===== src/rtl/prx_pkg.sv =====
package prx_pkg;

   typedef enum logic [2:0] {
      ST_IDLE      = 3'd0,
      ST_SETTLE    = 3'd1,
      ST_WAIT_ROOM = 3'd2,
      ST_ACKED     = 3'd3,
      ST_RELEASE   = 3'd4
   } prx_state_e;

endpackage


===== src/rtl/prx_sync.sv =====
module prx_sync #(
   parameter int                WIDTH   = 1,
   parameter int                STAGES  = 2,
   parameter logic [WIDTH-1:0]  RST_VAL = '0
) (
   input  logic             clk_i,
   input  logic             rst_ni,
   input  logic [WIDTH-1:0] d_i,
   output logic [WIDTH-1:0] q_o
);

   if (STAGES < 2) begin : g_bad_stages
      $error("prx_sync: STAGES must be at least 2");
   end
   if (WIDTH < 1) begin : g_bad_width
      $error("prx_sync: WIDTH must be at least 1");
   end

   logic [STAGES-1:0][WIDTH-1:0] chain_q;

   always_ff @(posedge clk_i or negedge rst_ni) begin
      if (!rst_ni) begin
         for (int k = 0; k < STAGES; k++) chain_q[k] <= RST_VAL;
      end else begin
         for (int k = STAGES - 1; k > 0; k--) chain_q[k] <= chain_q[k-1];
         chain_q[0] <= d_i;
      end
   end

   assign q_o = chain_q[STAGES-1];

endmodule


===== src/rtl/prx_outreg.sv =====
module prx_outreg #(
   parameter int DATA_W = 8
) (
   input  logic              clk_i,
   input  logic              rst_ni,
   input  logic              load_i,
   input  logic [DATA_W-1:0] data_i,
   input  logic              ready_i,
   output logic              valid_o,
   output logic [DATA_W-1:0] data_o,
   output logic              room_o,
   output logic              held_o
);

   logic take_w;

   assign take_w = valid_o & ready_i;
   assign room_o = ~valid_o | ready_i;
   assign held_o = valid_o & ~ready_i;

   always_ff @(posedge clk_i or negedge rst_ni) begin
      if (!rst_ni) begin
         valid_o <= 1'b0;
         data_o  <= '0;
      end else if (load_i) begin
         valid_o <= 1'b1;
         data_o  <= data_i;
      end else if (take_w) begin
         valid_o <= 1'b0;
      end
   end

   // a byte that is offered but not taken holds still
   assert_hold_stable_R5: assert property (@(posedge clk_i) disable iff (!rst_ni)
      (valid_o && !ready_i) |=> (valid_o && $stable(data_o)));

   // the handshake engine loads only when there is room
   assert_load_has_room_R7: assert property (@(posedge clk_i) disable iff (!rst_ni)
      load_i |-> (!valid_o || ready_i));

endmodule


===== src/rtl/prx_hs_fsm.sv =====
module prx_hs_fsm
   import prx_pkg::*;
#(
   parameter int SETTLE_CYC  = 2,
   parameter int TIMEOUT_CYC = 4096
) (
   input  logic clk_i,
   input  logic rst_ni,
   input  logic strb_s_i,
   input  logic room_i,
   input  logic held_i,
   output logic load_o,
   output logic ack_o,
   output logic err_o
);

   localparam int                SW          = (SETTLE_CYC > 1) ? $clog2(SETTLE_CYC) : 1;
   localparam logic [SW-1:0]     SETTLE_LAST = SW'(SETTLE_CYC - 1);

   if (SETTLE_CYC < 1) begin : g_bad_settle
      $error("prx_hs_fsm: SETTLE_CYC must be at least 1");
   end
   if (TIMEOUT_CYC < 0) begin : g_bad_timeout
      $error("prx_hs_fsm: TIMEOUT_CYC must not be negative");
   end

   prx_state_e    state_q;
   logic [SW-1:0] settle_q;
   logic          strb_q;
   logic          fall_w;
   logic          to_hit_w;

   // falling edge of the synchronized strobe
   always_ff @(posedge clk_i or negedge rst_ni) begin
      if (!rst_ni) strb_q <= 1'b1;
      else         strb_q <= strb_s_i;
   end
   assign fall_w = strb_q & ~strb_s_i;

   // timeout variant chosen by parameter
   if (TIMEOUT_CYC > 0) begin : g_timeout
      localparam int            TW      = (TIMEOUT_CYC > 1) ? $clog2(TIMEOUT_CYC) : 1;
      localparam logic [TW-1:0] TO_LAST = TW'(TIMEOUT_CYC - 1);
      logic [TW-1:0] to_q;
      logic          waiting_w;

      assign waiting_w = (state_q == ST_ACKED) && !strb_s_i;
      assign to_hit_w  = waiting_w && (to_q == TO_LAST);

      always_ff @(posedge clk_i or negedge rst_ni) begin
         if (!rst_ni)        to_q <= '0;
         else if (waiting_w) to_q <= to_q + 1'b1;
         else                to_q <= '0;
      end
   end else begin : g_no_timeout
      assign to_hit_w = 1'b0;
   end

   assign load_o = (state_q == ST_WAIT_ROOM) && room_i;

   always_ff @(posedge clk_i or negedge rst_ni) begin
      if (!rst_ni) begin
         state_q  <= ST_IDLE;
         settle_q <= '0;
         ack_o    <= 1'b0;
         err_o    <= 1'b0;
      end else begin
         unique case (state_q)
            ST_IDLE: begin
               if (fall_w) begin
                  state_q  <= ST_SETTLE;
                  settle_q <= '0;
                  err_o    <= 1'b0;
               end
            end
            ST_SETTLE: begin
               if (settle_q == SETTLE_LAST) state_q  <= ST_WAIT_ROOM;
               else                         settle_q <= settle_q + 1'b1;
            end
            ST_WAIT_ROOM: begin
               if (room_i) begin
                  ack_o   <= 1'b1;
                  state_q <= ST_ACKED;
               end
            end
            ST_ACKED: begin
               if (to_hit_w) begin
                  ack_o   <= 1'b0;
                  err_o   <= 1'b1;
                  state_q <= ST_IDLE;
               end else if (strb_s_i) begin
                  state_q <= ST_RELEASE;
               end
            end
            ST_RELEASE: begin
               if (!held_i) begin
                  ack_o   <= 1'b0;
                  state_q <= ST_IDLE;
               end
            end
            default: begin
               ack_o   <= 1'b0;
               state_q <= ST_IDLE;
            end
         endcase
      end
   end

   // the acknowledge falls only once the byte is gone, or on a timeout
   assert_ack_drop_after_consume_R6: assert property (@(posedge clk_i) disable iff (!rst_ni)
      $fell(ack_o) |-> (err_o || !$past(held_i)));

   // the error flag appears only together with a released acknowledge
   assert_err_with_release_R8: assert property (@(posedge clk_i) disable iff (!rst_ni)
      $rose(err_o) |-> $fell(ack_o));

endmodule


===== src/rtl/prx_reverse_rx.sv =====
module prx_reverse_rx #(
   parameter int DATA_W      = 8,
   parameter int SYNC_STAGES = 2,
   parameter int SETTLE_CYC  = 2,
   parameter int TIMEOUT_CYC = 4096
) (
   input  logic              clk_i,
   input  logic              rst_ni,
   input  logic              periph_strobe_i,
   input  logic [DATA_W-1:0] periph_data_i,
   output logic              host_ack_o,
   output logic [DATA_W-1:0] out_data_o,
   output logic              out_valid_o,
   input  logic              out_ready_i,
   output logic              timeout_err_o
);

   if (DATA_W < 1) begin : g_bad_data_w
      $error("prx_reverse_rx: DATA_W must be at least 1");
   end

   logic              strb_s;
   logic [DATA_W-1:0] data_s;
   logic              load_w;
   logic              room_w;
   logic              held_w;

   prx_sync #(.WIDTH(1), .STAGES(SYNC_STAGES), .RST_VAL(1'b1)) u_sync_strb (
      .clk_i  (clk_i),
      .rst_ni (rst_ni),
      .d_i    (periph_strobe_i),
      .q_o    (strb_s)
   );

   prx_sync #(.WIDTH(DATA_W), .STAGES(SYNC_STAGES), .RST_VAL('0)) u_sync_data (
      .clk_i  (clk_i),
      .rst_ni (rst_ni),
      .d_i    (periph_data_i),
      .q_o    (data_s)
   );

   prx_hs_fsm #(.SETTLE_CYC(SETTLE_CYC), .TIMEOUT_CYC(TIMEOUT_CYC)) u_fsm (
      .clk_i    (clk_i),
      .rst_ni   (rst_ni),
      .strb_s_i (strb_s),
      .room_i   (room_w),
      .held_i   (held_w),
      .load_o   (load_w),
      .ack_o    (host_ack_o),
      .err_o    (timeout_err_o)
   );

   prx_outreg #(.DATA_W(DATA_W)) u_outreg (
      .clk_i   (clk_i),
      .rst_ni  (rst_ni),
      .load_i  (load_w),
      .data_i  (data_s),
      .ready_i (out_ready_i),
      .valid_o (out_valid_o),
      .data_o  (out_data_o),
      .room_o  (room_w),
      .held_o  (held_w)
   );

   // acknowledge rises together with a freshly loaded byte
   assert_ack_with_byte_R4: assert property (@(posedge clk_i) disable iff (!rst_ni)
      $rose(host_ack_o) |-> out_valid_o);

   // no byte appears without an acknowledged transfer
   assert_valid_needs_ack_R2: assert property (@(posedge clk_i) disable iff (!rst_ni)
      $rose(out_valid_o) |-> $rose(host_ack_o));

endmodule


===== config.mk =====
export PLATFORM = sky130hd
export DESIGN_NAME = prx_reverse_rx
export DESIGN_NICKNAME = d
export VERILOG_FILES = /design/src/rtl/prx_pkg.sv /design/src/rtl/prx_sync.sv /design/src/rtl/prx_outreg.sv /design/src/rtl/prx_hs_fsm.sv /design/src/rtl/prx_reverse_rx.sv
export SDC_FILE = /design/constraint.sdc
export NUM_CORES = 1
export LEC_CHECK = 0
export BUFFER_PORTS_ARGS = -buffer_cell sky130_fd_sc_hd__buf_2
export CAP_MARGIN = 40
export CORE_MARGIN = 3
export CORE_UTILIZATION = 50
export CTS_CLUSTER_DIAMETER = 60
export DETAILED_ROUTE_END_ITERATION = 8
export PLACE_DENSITY = 0.81
export SETUP_SLACK_MARGIN = 0.05
export SYNTH_ARGS = -nofsm -noshare
export SYNTH_HDL_FRONTEND = slang
export SYNTH_HIERARCHICAL = 1
export SYNTH_SLANG_ARGS = --single-unit

===== constraint.sdc =====
create_clock -name clk_i -period 3.3 [get_ports clk_i]
set_clock_uncertainty 0.1 [all_clocks]
set_input_delay 0.165 -clock clk_i [delete_from_list [all_inputs] [get_ports clk_i]]
set_output_delay 0.165 -clock clk_i [all_outputs]
set_load 0.005 [all_outputs]

==> results of run 1 <==
[area by class of cell]
| type | instances | area (µm²) |
|---|---|---|
| fill | 285 | 1291 |
| sequential | 46 | 1155 |
| multi-input combinational | 83 | 614.3 |
| timing repair buffer | 34 | 237.7 |
| clock buffer | 5 | 68.82 |
| tap | 46 | 57.56 |
| clock inverter | 3 | 25.02 |
| inverter | 5 | 18.77 |
[power breakdown]
group          leakage, µW  internal (µW)  switching [µW]  total [µW]
sequential        0.000563            666            99.6         765
clock            0.0000447            153             195         348
combinational     0.000355            247             178         425
total             0.000962           1070             473        1540
[cells in the final DEF (no fill, tap or decap), types with 2 or more instances in the layout]
master,netlist,routed
nand4_1,2,2
or3_1,3,3
nand3_1,3,3
mux2_4,8,8
inv_1,5,5
nor3_1,4,4
or3_2,2,2
dfrtp_1,43,43
xnor2_1,2,2
dfstp_2,3,3
clkbuf_8,0,5
buf_2,2,22
a21oi_1,7,7
and3_1,2,2
nor2_1,7,7
dlygate4sd3_1,0,10
nand2_1,5,5
o31ai_1,3,3
nand3b_1,3,3
nand2b_1,2,2
or4_1,2,2
o21ai_0,8,8
[worst max-delay path, delay by kind of cell (launching register included)]
family / cells / cell delay [ps]
AND/OR/NAND/NOR: 1 / 610
flip-flops: 1 / 510
AO/OA/AOI/OAI: 2 / 500
[metrics by stage]
step	cells	utilization	total power, µW	hold slack (ps)
after floorplan	147	-	1058	-230.6
after global placement	203	0.5660	1155	170.6
after detailed placement	204	0.5718	1189	13.61
after CTS	222	0.6277	1551	123.7
after global routing	222	0.6277	1638	142.1
final	222	0.6277	1538	132.2
[registers in the layout, indices dropped and copies added, names as in the netlist]
signal and flops:
u_fsm/g_timeout.to_q 12, u_outreg/data_o 8, u_sync_data/chain_q 8, u_sync_data/q_o 8, u_fsm/state_q 3, u_fsm/ack_o 1
u_fsm/err_o 1, u_fsm/settle_q 1, u_fsm/strb_q 1, u_outreg/valid_o 1, u_sync_strb/chain_q 1, u_sync_strb/q_o 1
[final timing paths]
kind                                         from                 end  cells past startpoint
max                              u_fsm/state_q[2]    u_fsm/state_q[0]                      3
min                                   out_ready_i    u_outreg/valid_o                      4
max reg2reg                      u_fsm/state_q[2]    u_fsm/state_q[0]                      3
min reg2reg                u_sync_data/chain_q[7]  u_sync_data/q_o[7]                      0
max in group asynchronous                  rst_ni     u_sync_strb/q_o                      3
min in group asynchronous                  rst_ni  u_outreg/data_o[1]                      2
[layer usage]
layer,global-route usage,share of wire,wire (µm)
met5,0,0,0
met4,0.1013,0.030,100
met3,0.05324,0.045,151
met2,0.2871,0.53,1798
met1,0.2066,0.39,1338
[cell families after synthesis]
logic type / Yosys count
XOR/XNOR: 3
flip-flops: 46
multiplexers: 9
AO/OA/AOI/OAI: 25
AND/OR/NAND/NOR: 45
buffers and inverters: 18
adder cells (fa/ha/maj): 1
==> flow_metrics.env, run 1 <==
export IMPL_status="completed"
export IMPL_drive_gt1_frac=0.2898
export IMPL_dieArea_um2=4511
export IMPL_rsz0062_at_grt="no"
export IMPL_ys_ff_latch=46
export IMPL_setup_ws_ps=1515
export IMPL_peakVddDrop_v=0.0003852
export IMPL_vias=1228
export IMPL_grt_overflow=0
export IMPL_insertedDiodeCount=0
export IMPL_start_util=0.5393
export IMPL_place_ws_ps=1566
export IMPL_period_minus_slack_ps=1785
export IMPL_path_class="flip-flop to flip-flop"
export IMPL_synth_area_mux_share=0.07023
export IMPL_row_count=21
export IMPL_clk_latency_ps=300
export IMPL_area_growth_synth_to_final_pct=16.39
export IMPL_cts_sinks=46
export IMPL_cts_inserted_buffers=5
export IMPL_fin_crit_sh=0.5409
export IMPL_synth_area_top_cells="dfrtp_1, mux2_4, dfstp_2"
export IMPL_syn_area_per_cell_um2=12.72
export IMPL_ys_seq_area_frac=0.6174
export IMPL_hold_viol=0
export IMPL_synth_xor_area_frac=0.01405
export IMPL_die_y_um=67.17
export IMPL_cp_end_kind="flip-flop"
export IMPL_clock_path_buffers=2
export IMPL_grt_max_degree=31
export IMPL_crit_fanout=13
export IMPL_vias_per_cell=5.532
export IMPL_worst_pin_slew_ps=569.1
export IMPL_synth_top_area_frac=0.5753
export IMPL_leakage_uw=0.0009621
export IMPL_ys_warnings_count=6
export IMPL_pwr_density_cell_nw_per_um2=706.6
export IMPL_cp_required_ps=3430
export IMPL_final_setup_tns_ps=0
export IMPL_relSlewSlack=0.6185
export IMPL_hpwl_mm=2.313
export IMPL_synthAdderAreaFrac=0.006689
export IMPL_grtUsageTotal=0.1764
export IMPL_yosys_area_top_type="dfrtp_1"
export IMPL_synth_fp_nets=160
export IMPL_cpPeakStageDelay_ps=610
export IMPL_synth_common_cells="dfrtp_1, buf_4, mux2_4, o21ai_0"
export IMPL_core_area_um2=3468
export IMPL_drtIter0Drc=77
export IMPL_layout_nets=188
export IMPL_clk_transition_reported_paths_ps=90
export IMPL_h_tree_depth=2
export IMPL_clockRootBuffer="clkbuf_8"
export IMPL_netlist_area_um2=1871
export IMPL_synth_edf_count=0
export IMPL_synthArstFlopShare=1.000
export IMPL_hold_buffers=10
export IMPL_synth_simple_area_share=0.1518
export IMPL_ctsResizeCount=0
export IMPL_crit_slowest_cell="nand4bb_1"
export IMPL_ys_types=43
export IMPL_io_buffers=22
export IMPL_die_width_um=67.17
export IMPL_io_pins=23
export IMPL_maxCapViolCount=0
export IMPL_drc=0
export IMPL_start_kind="flip-flop"
export IMPL_place_congestion=0.8604
export IMPL_postSynthCellCount=147
export IMPL_dr_pass1_iters=4
export IMPL_fmax_mhz=560.3
export IMPL_synth_ff_type="dfrtp_1"
export IMPL_r2r_setup_slack_ps=1520
export IMPL_place_area_um2=1983
export IMPL_synth_top_family_by_area="simple AND/OR/NAND/NOR gates"
export IMPL_grt_pass1_wl_mm=5.720
export IMPL_grt_pass1_vias=1222
export IMPL_antenna_found_initial=0
export IMPL_post_cts_setup_buffers=0
export IMPL_fin_area_um2=2177
export IMPL_slew_viol_final=0
export IMPL_worstPathCellList="nand4bb_1 -> o21bai_1 -> a2bb2oi_1"
export IMPL_hold_path_class="primary input to flip-flop"
export IMPL_arrival_ps=1910
export IMPL_routedWlPerCell_um=15.27
export IMPL_yosysMostFrequentCell="dfrtp_1"
export IMPL_wl_mm=3.389
export IMPL_ant_nets=0
export IMPL_synth_compound_area_share=0.08227
export IMPL_cts_tree="built"
export IMPL_setup_viol_count_final=0
No activity file was read; power rests on OpenSTA's default activity.
==> inputs of run 2 (changes only) <==
ABC_AREA = 1   (was not set)
clock period = 1.84 ns   (was 3.3 ns; I/O delays follow)
==> run 2 against run 1 <==
  * Synthesized cell count grew 34%
  * Via count grew 6.4%
  * Sequential share of layout area shrank 0.93 points
  * Combinational power grew 63%
  * Die area grew 1.6%
  * Critical endpoint is now u_fsm/g_timeout.to_q[6]
  * Fmax grew 24%
  * Worst hold slack gained 97 ps
  * Clock-buffer cell count is the same
  * Non-clock buffer count grew 1
  * Sequential power grew 70%
  * Synthesized area grew 1.7%
  * Core utilization grew 0.64 points
==> flow_metrics.env, run 2 <==
export IMPL_power_frac_clock=0.232
export IMPL_setup_viol_count_final=0
export IMPL_clk_latency_ps=300
export IMPL_ctsResizeCount=0
export IMPL_layout_common_cells="nand2_1, dfrtp_1, buf_2"
export IMPL_fin_area_um2=2216
export IMPL_largest_register_ff_count=12
export IMPL_cp_required_ps=1960
export IMPL_place_area_um2=2016
export IMPL_synth_ff_type="dfrtp_1"
export IMPL_io_pins=23
export IMPL_regArea_um2=1155
export IMPL_multiInputGateArea_um2=564.3
export IMPL_start_kind="flip-flop"
export IMPL_cp_end_kind="flip-flop"
export IMPL_clock_path_buffers=2
export IMPL_fin_cells=276
export IMPL_grt_pass1_wl_mm=5.789
export IMPL_ant_nets=0
export IMPL_nFillCells=277
export IMPL_dp_cells=257
export IMPL_yosysMostFrequentCell="nand2_1"
export IMPL_cts_tree="built"
export IMPL_insertedDiodeCount=0
export IMPL_vias=1306
export IMPL_layout_nets=242
export IMPL_final_util=0.6341
export IMPL_crit_fanout=5
export IMPL_ys_seq_area_frac=0.6068
export IMPL_synth_fp_nets=210
export IMPL_hold_viol=0
export IMPL_synth_top_area_frac=0.5654
export IMPL_place_congestion=0.8980
export IMPL_clk_transition_reported_paths_ps=90
export IMPL_synth_common_cells="nand2_1, dfrtp_1, inv_1"
export IMPL_grtUsageTotal=0.1739
export IMPL_start_util=0.5446
export IMPL_grt_pass1_vias=1313
export IMPL_grt_overflow=0
export IMPL_arrival_ps=1560
export IMPL_fmax_mhz=693.3
export IMPL_relSlewSlack=0.5842
export IMPL_dr_pass1_iters=4
export IMPL_final_setup_tns_ps=0
export IMPL_layout_commonest_cell="nand2_1"
export IMPL_wl_mm=3.182
export IMPL_hold_path_class="primary input to async pin"
export IMPL_comb_power_share=0.267
export IMPL_die_y_um=67.70
export IMPL_drc=0
export IMPL_fin_crit_sh=0.7839
export IMPL_cts_inserted_buffers=5
export IMPL_synthArstFlopShare=1.000
export IMPL_syn_area_per_cell_um2=9.660
export IMPL_yosys_area_top_type="dfrtp_1"
export IMPL_routedWlPerCell_um=11.53
export IMPL_post_cts_setup_buffers=0
export IMPL_p_seq_frac=0.501
export IMPL_hpwl_mm=2.321
export IMPL_row_count=21
export IMPL_leakage_uw=0.001084
export IMPL_area_growth_synth_to_final_pct=16.44
export IMPL_synth_area_top_cells="dfrtp_1, nand2_1, dfstp_2"
export IMPL_gr_usage_met2=0.2831
export IMPL_hold_buffers=11
export IMPL_core_area_um2=3495
export IMPL_die_width_um=67.70
export IMPL_status="completed"
export IMPL_io_buffers=22
export IMPL_internal_power_uw=1733
export IMPL_slew_viol_final=0
export IMPL_h_tree_depth=2
export IMPL_postSynthCellCount=197
export IMPL_dieArea_um2=4583
export IMPL_clockRootBuffer="clkbuf_8"
export IMPL_p_sw_uw=862.7
export IMPL_worst_pin_slew_ps=623.8
export IMPL_cts_sinks=46
export IMPL_ys_types=23
export IMPL_ys_warnings_count=6
export IMPL_top_register="u_fsm/g_timeout.to_q"
export IMPL_vias_per_cell=4.732
export IMPL_grt_use_met1=0.2175
export IMPL_rsz0062_at_grt="no"
export IMPL_path_class="flip-flop to flip-flop"
export IMPL_drive_gt1_frac=0.2478
export IMPL_peakVddDrop_v=0.0007133
export IMPL_maxCapViolCount=0
export IMPL_hold_ws_ps=229.3
export IMPL_drtIter0Drc=85
export IMPL_period_minus_slack_ps=1442
export IMPL_netlist_area_um2=1903
export IMPL_p_sw_frac=0.3324
export IMPL_grt_max_degree=28
export IMPL_pwr_density_cell_nw_per_um2=1171
export IMPL_synth_edf_count=0
export IMPL_ys_ff_latch=46
export IMPL_antenna_found_initial=0
export IMPL_met3_usage=0.04992
export IMPL_grt_busiest_layer="met2"
## run 2: changes by cell type after synthesis, sizes merged, moves of 3 or more
cell,previous run,this run
nand3,4,11
nor2,7,20
or3,5,0
o31ai,3,0
mux2,9,0
o21ai,8,5
inv,5,27
nand2,5,60
## run 2: metrics by stage
stage / total power, µW / setup slack (ps)
detailed placement: 2002 / 396.9
floorplan: 1766 / 529.9
finish: 2596 / 397.5
global placement: 1958 / 460.4
CTS: 2629 / 389.2
global route: 2810 / 245.8
## run 2: power by group through the flow
stage,sequential (µW),combinational [µW],clock [µW]
finish,1300,694,602
detailed placement,1320,682,0
global placement,1310,651,0
floorplan,1310,459,0
global route,1320,808,684
CTS,1300,699,628
## run 2: logic make-up (layout without fill, tap and decap cells)
kind of cell	after synthesis	count (layout)	share of synthesized area
buf+inv	37	70	0.09665
flops	46	46	0.6068
compound gates	15	15	0.04142
fa+ha+maj	1	1	0.006574
simple gates	98	98	0.2485
## run 2: layer usage
layer / routed length [µm] / share of wire / vias up
li1: - / - / 669
met1: 1418 / 0.45 / 603
met2: 1601 / 0.50 / 29
met3: 135 / 0.042 / 5
met4: 27 / 0.0085 / 0
met5: 0 / 0 / -
## run 2: worst max-delay path, cell delays in order, from the launching register on
cell     delay, ps
dfrtp_1        390
ha_1           220
nand2_2         80
nor2_4         140
nand2_2         90
nor2_4         120
o21ai_0         90
a21oi_1        140
## run 2: worst paths after layout
path / startpoint / to / slack [ps] / cells past startpoint
min reg2reg: u_sync_data/chain_q[4] / u_sync_data/q_o[4] / 250 / 0
min in group clk_i: u_sync_data/chain_q[4] / u_sync_data/q_o[4] / 250 / 0
max reg2reg: u_fsm/g_timeout.to_q[0] / u_fsm/g_timeout.to_q[6] / 400 / 7
min: rst_ni / u_sync_data/q_o[3] / 230 / 2
max in group asynchronous: rst_ni / u_sync_strb/chain_q[0] / 800 / 3
max: u_fsm/g_timeout.to_q[0] / u_fsm/g_timeout.to_q[6] / 400 / 7
## run 2: final cells by class
type	count	area share
clock inverter	3	0.009599
sequential	46	0.5212
timing repair buffer	35	0.1118
clock buffer	5	0.03106
tap	46	0.02597
inverter	27	0.04574
multi-input combinational	114	0.2547
==> inputs of run 3 (changes only) <==
PLACE_DENSITY = 0.84   (was 0.81)
clock period = 1.2 ns   (was 1.84 ns; I/O delays follow)
==> run 3 against run 2 <==
  * The flow now finishes with violations (negative setup slack)
  * Routed wire length is 63% higher
  * Critical path depth increased by 2
  * Total power grew 100%
  * Via count is 25% higher
  * Worst setup slack lost 740 ps
  * Sequential cell count did not move
  * Final cell count grew 11%
  * First-iteration DRC count grew 72%
  * Critical path type unchanged
  * Fmax down 6.6%
  * Core utilization rose by 13 points
  * Global-route usage increased by 5.3 points
==> flow_metrics.env, run 3 (synthesis gave the netlist of run 2 again) <==
export IMPL_status="finished with violations"
export IMPL_violations="negative setup slack"
export IMPL_r2r_setup_slack_ps=-340
export IMPL_clk_transition_reported_paths_ps=100
export IMPL_gr_usage_met2=0.3913
export IMPL_crit_start="u_outreg/valid_o"
export IMPL_grt_max_degree=19
export IMPL_cpPeakStageDelay_ps=390
export IMPL_cp_required_ps=1340
export IMPL_clk_latency_ps=310
export IMPL_fin_area_um2=2683
export IMPL_crit_fanout=3
export IMPL_drtIter0Drc=146
export IMPL_area_growth_synth_to_final_pct=40.96
export IMPL_worst_pin_slew_ps=379.5
export IMPL_layout_common_cells="dfrtp_1, nand2_1, nand2_2"
export IMPL_drc=0
export IMPL_setup_worst_path_end="u_fsm/state_q[0]"
export IMPL_routedWlPerCell_um=17.04
export IMPL_r2r_start="u_outreg/valid_o"
export IMPL_row_count=21
export IMPL_grt_overflow=0
export IMPL_clockRootBuffer="clkbuf_8"
export IMPL_hold_viol=0
export IMPL_layout_commonest_cell="dfrtp_1"
export IMPL_arrival_ps=1690
export IMPL_antenna_found_initial=0
export IMPL_crit_top_cell="nand2_1"
export IMPL_io_buffers=22
export IMPL_cts_sinks=46
export IMPL_vias=1630
export IMPL_insertedDiodeCount=0
export IMPL_period_minus_slack_ps=1544
export IMPL_cts_tree="built"
export IMPL_ant_nets=0
export IMPL_rsz0062_at_grt="yes"
export IMPL_setup_viol_count_final=24
export IMPL_place_area_um2=2218
export IMPL_wl_mm=5.198
export IMPL_die_width_um=67.70
export IMPL_grt_busiest_layer="met2"
export IMPL_cp_end_kind="flip-flop"
export IMPL_start_util=0.5446
export IMPL_start_kind="flip-flop"
export IMPL_vias_per_cell=5.344
export IMPL_met3_usage=0.06822
export IMPL_die_y_um=67.70
export IMPL_layout_nets=271
export IMPL_reg2reg_depth=9
export IMPL_hold_ws_ps=58.86
export IMPL_core_area_um2=3495
export IMPL_grtUsageTotal=0.2274
export IMPL_r2r_end="u_fsm/state_q[0]"
export IMPL_leakage_uw=0.001289
export IMPL_maxCapViolCount=0
export IMPL_pwr_density_cell_nw_per_um2=1952
export IMPL_hpwl_mm=2.623
export IMPL_worstPathCellList="nand2_1 -> inv_1 -> inv_1 -> nand2_1 -> nand3_1 -> nand3_2 -> nor2_4 -> nand2_1 -> nand2_1"
export IMPL_top_register="u_fsm/g_timeout.to_q"
export IMPL_fin_crit_sh=1.287
export IMPL_largest_register_ff_count=12
export IMPL_crit_slowest_cell="dfrtp_1"
export IMPL_io_pins=23
export IMPL_cts_inserted_buffers=5
export IMPL_relSlewSlack=0.7470
export IMPL_slew_viol_final=0
export IMPL_path_class="flip-flop to flip-flop"
export IMPL_nFillCells=212
export IMPL_dr_pass1_iters=6
export IMPL_grt_use_met1=0.2380
export IMPL_hold_depth=5
export IMPL_final_setup_tns_ps=-4050
export IMPL_drive_gt1_frac=0.4865
export IMPL_place_congestion=0.8785
export IMPL_grt_pass1_wl_mm=7.424
export IMPL_grt_pass1_vias=1616
export IMPL_dieArea_um2=4583
export IMPL_setup_ws_ps=-344.5
export IMPL_fmax_mhz=647.5
export IMPL_h_tree_depth=2
export IMPL_hold_path_class="primary input to flip-flop"
export IMPL_peakVddDrop_v=0.001354
export IMPL_clock_path_buffers=2
run 3: changes by cell type in the layout (fill, tap and decap cells not counted), sizes merged:
cell	change
clkinv	-1
inv	+2
dlygate4sd3	-1
buf	+29
run 3: how the worst min path moves through the flow:
| stage | start | end | slack (ps) |
|---|---|---|---|
| after global routing | out_ready_i | u_outreg/valid_o | 90 |
| final | out_ready_i | u_outreg/valid_o | 60 |
| after detailed placement | rst_ni | u_outreg/valid_o | -110 |
| after floorplan | rst_ni | u_fsm/ack_o | -340 |
| after global placement | rst_ni | u_outreg/data_o[6] | -110 |
| after CTS | out_ready_i | u_outreg/valid_o | 20 |
run 3: repair_timing:
item,4_1_cts,5_1_grt
setup endpoints to repair,25,27
hold buffers,10,0
resized for setup,29,27
setup buffers,6,1
pin swaps,9,6
cloned,0,1
hold endpoints to repair,52,0
run 3: routing by layer:
layer | share of wire | wire, µm | vias to the layer above
li1 | - | - | 722
met4 | 0.065 | 337 | 0
met1 | 0.37 | 1899 | 773
met5 | 0 | 0 | -
met3 | 0.065 | 338 | 37
met2 | 0.50 | 2623 | 98
run 3: layout make-up:
cell class,count,area (µm²),share of cell area
Tap cell,46,57.56,0.02146
Timing Repair Buffer,63,511.7,0.1908
Timing Repair inverter,1,11.26,0.004198
Multi-Input combinational cell,114,739.5,0.2757
Clock inverter,3,25.02,0.009328
Sequential cell,46,1155,0.4305
Inverter,27,113.9,0.04244
Clock buffer,5,68.82,0.02565
run 3: worst max-delay path, delay by kind of cell, from the launching register on:
kind | cells | cell delay (ps)
and+or+nand+nor | 7 | 790
buffers and inverters | 2 | 200
DFF | 1 | 390
run 3: where the power goes:
| part | switching [µW] | internal, µW | leakage (µW) |
|---|---|---|---|
| sequential | 237 | 1820 | 0.000572 |
| clock | 580 | 421 | 0.0000447 |
| combinational | 1210 | 971 | 0.000672 |
| total | 2030 | 3210 | 0.00129 |
run 3: per-stage QoR:
step	util	total power [µW]	setup slack (ps)	instances
6_report	0.7676	5236	-344.5	305
5_1_grt	0.7676	5458	-450.6	305
4_1_cts	0.7329	4767	-203.0	303
3_5_place_dp	0.6348	3337	-167.8	279
3_3_place_gp	0.6348	3241	-92.04	279
2_1_floorplan	-	2735	-103.0	197
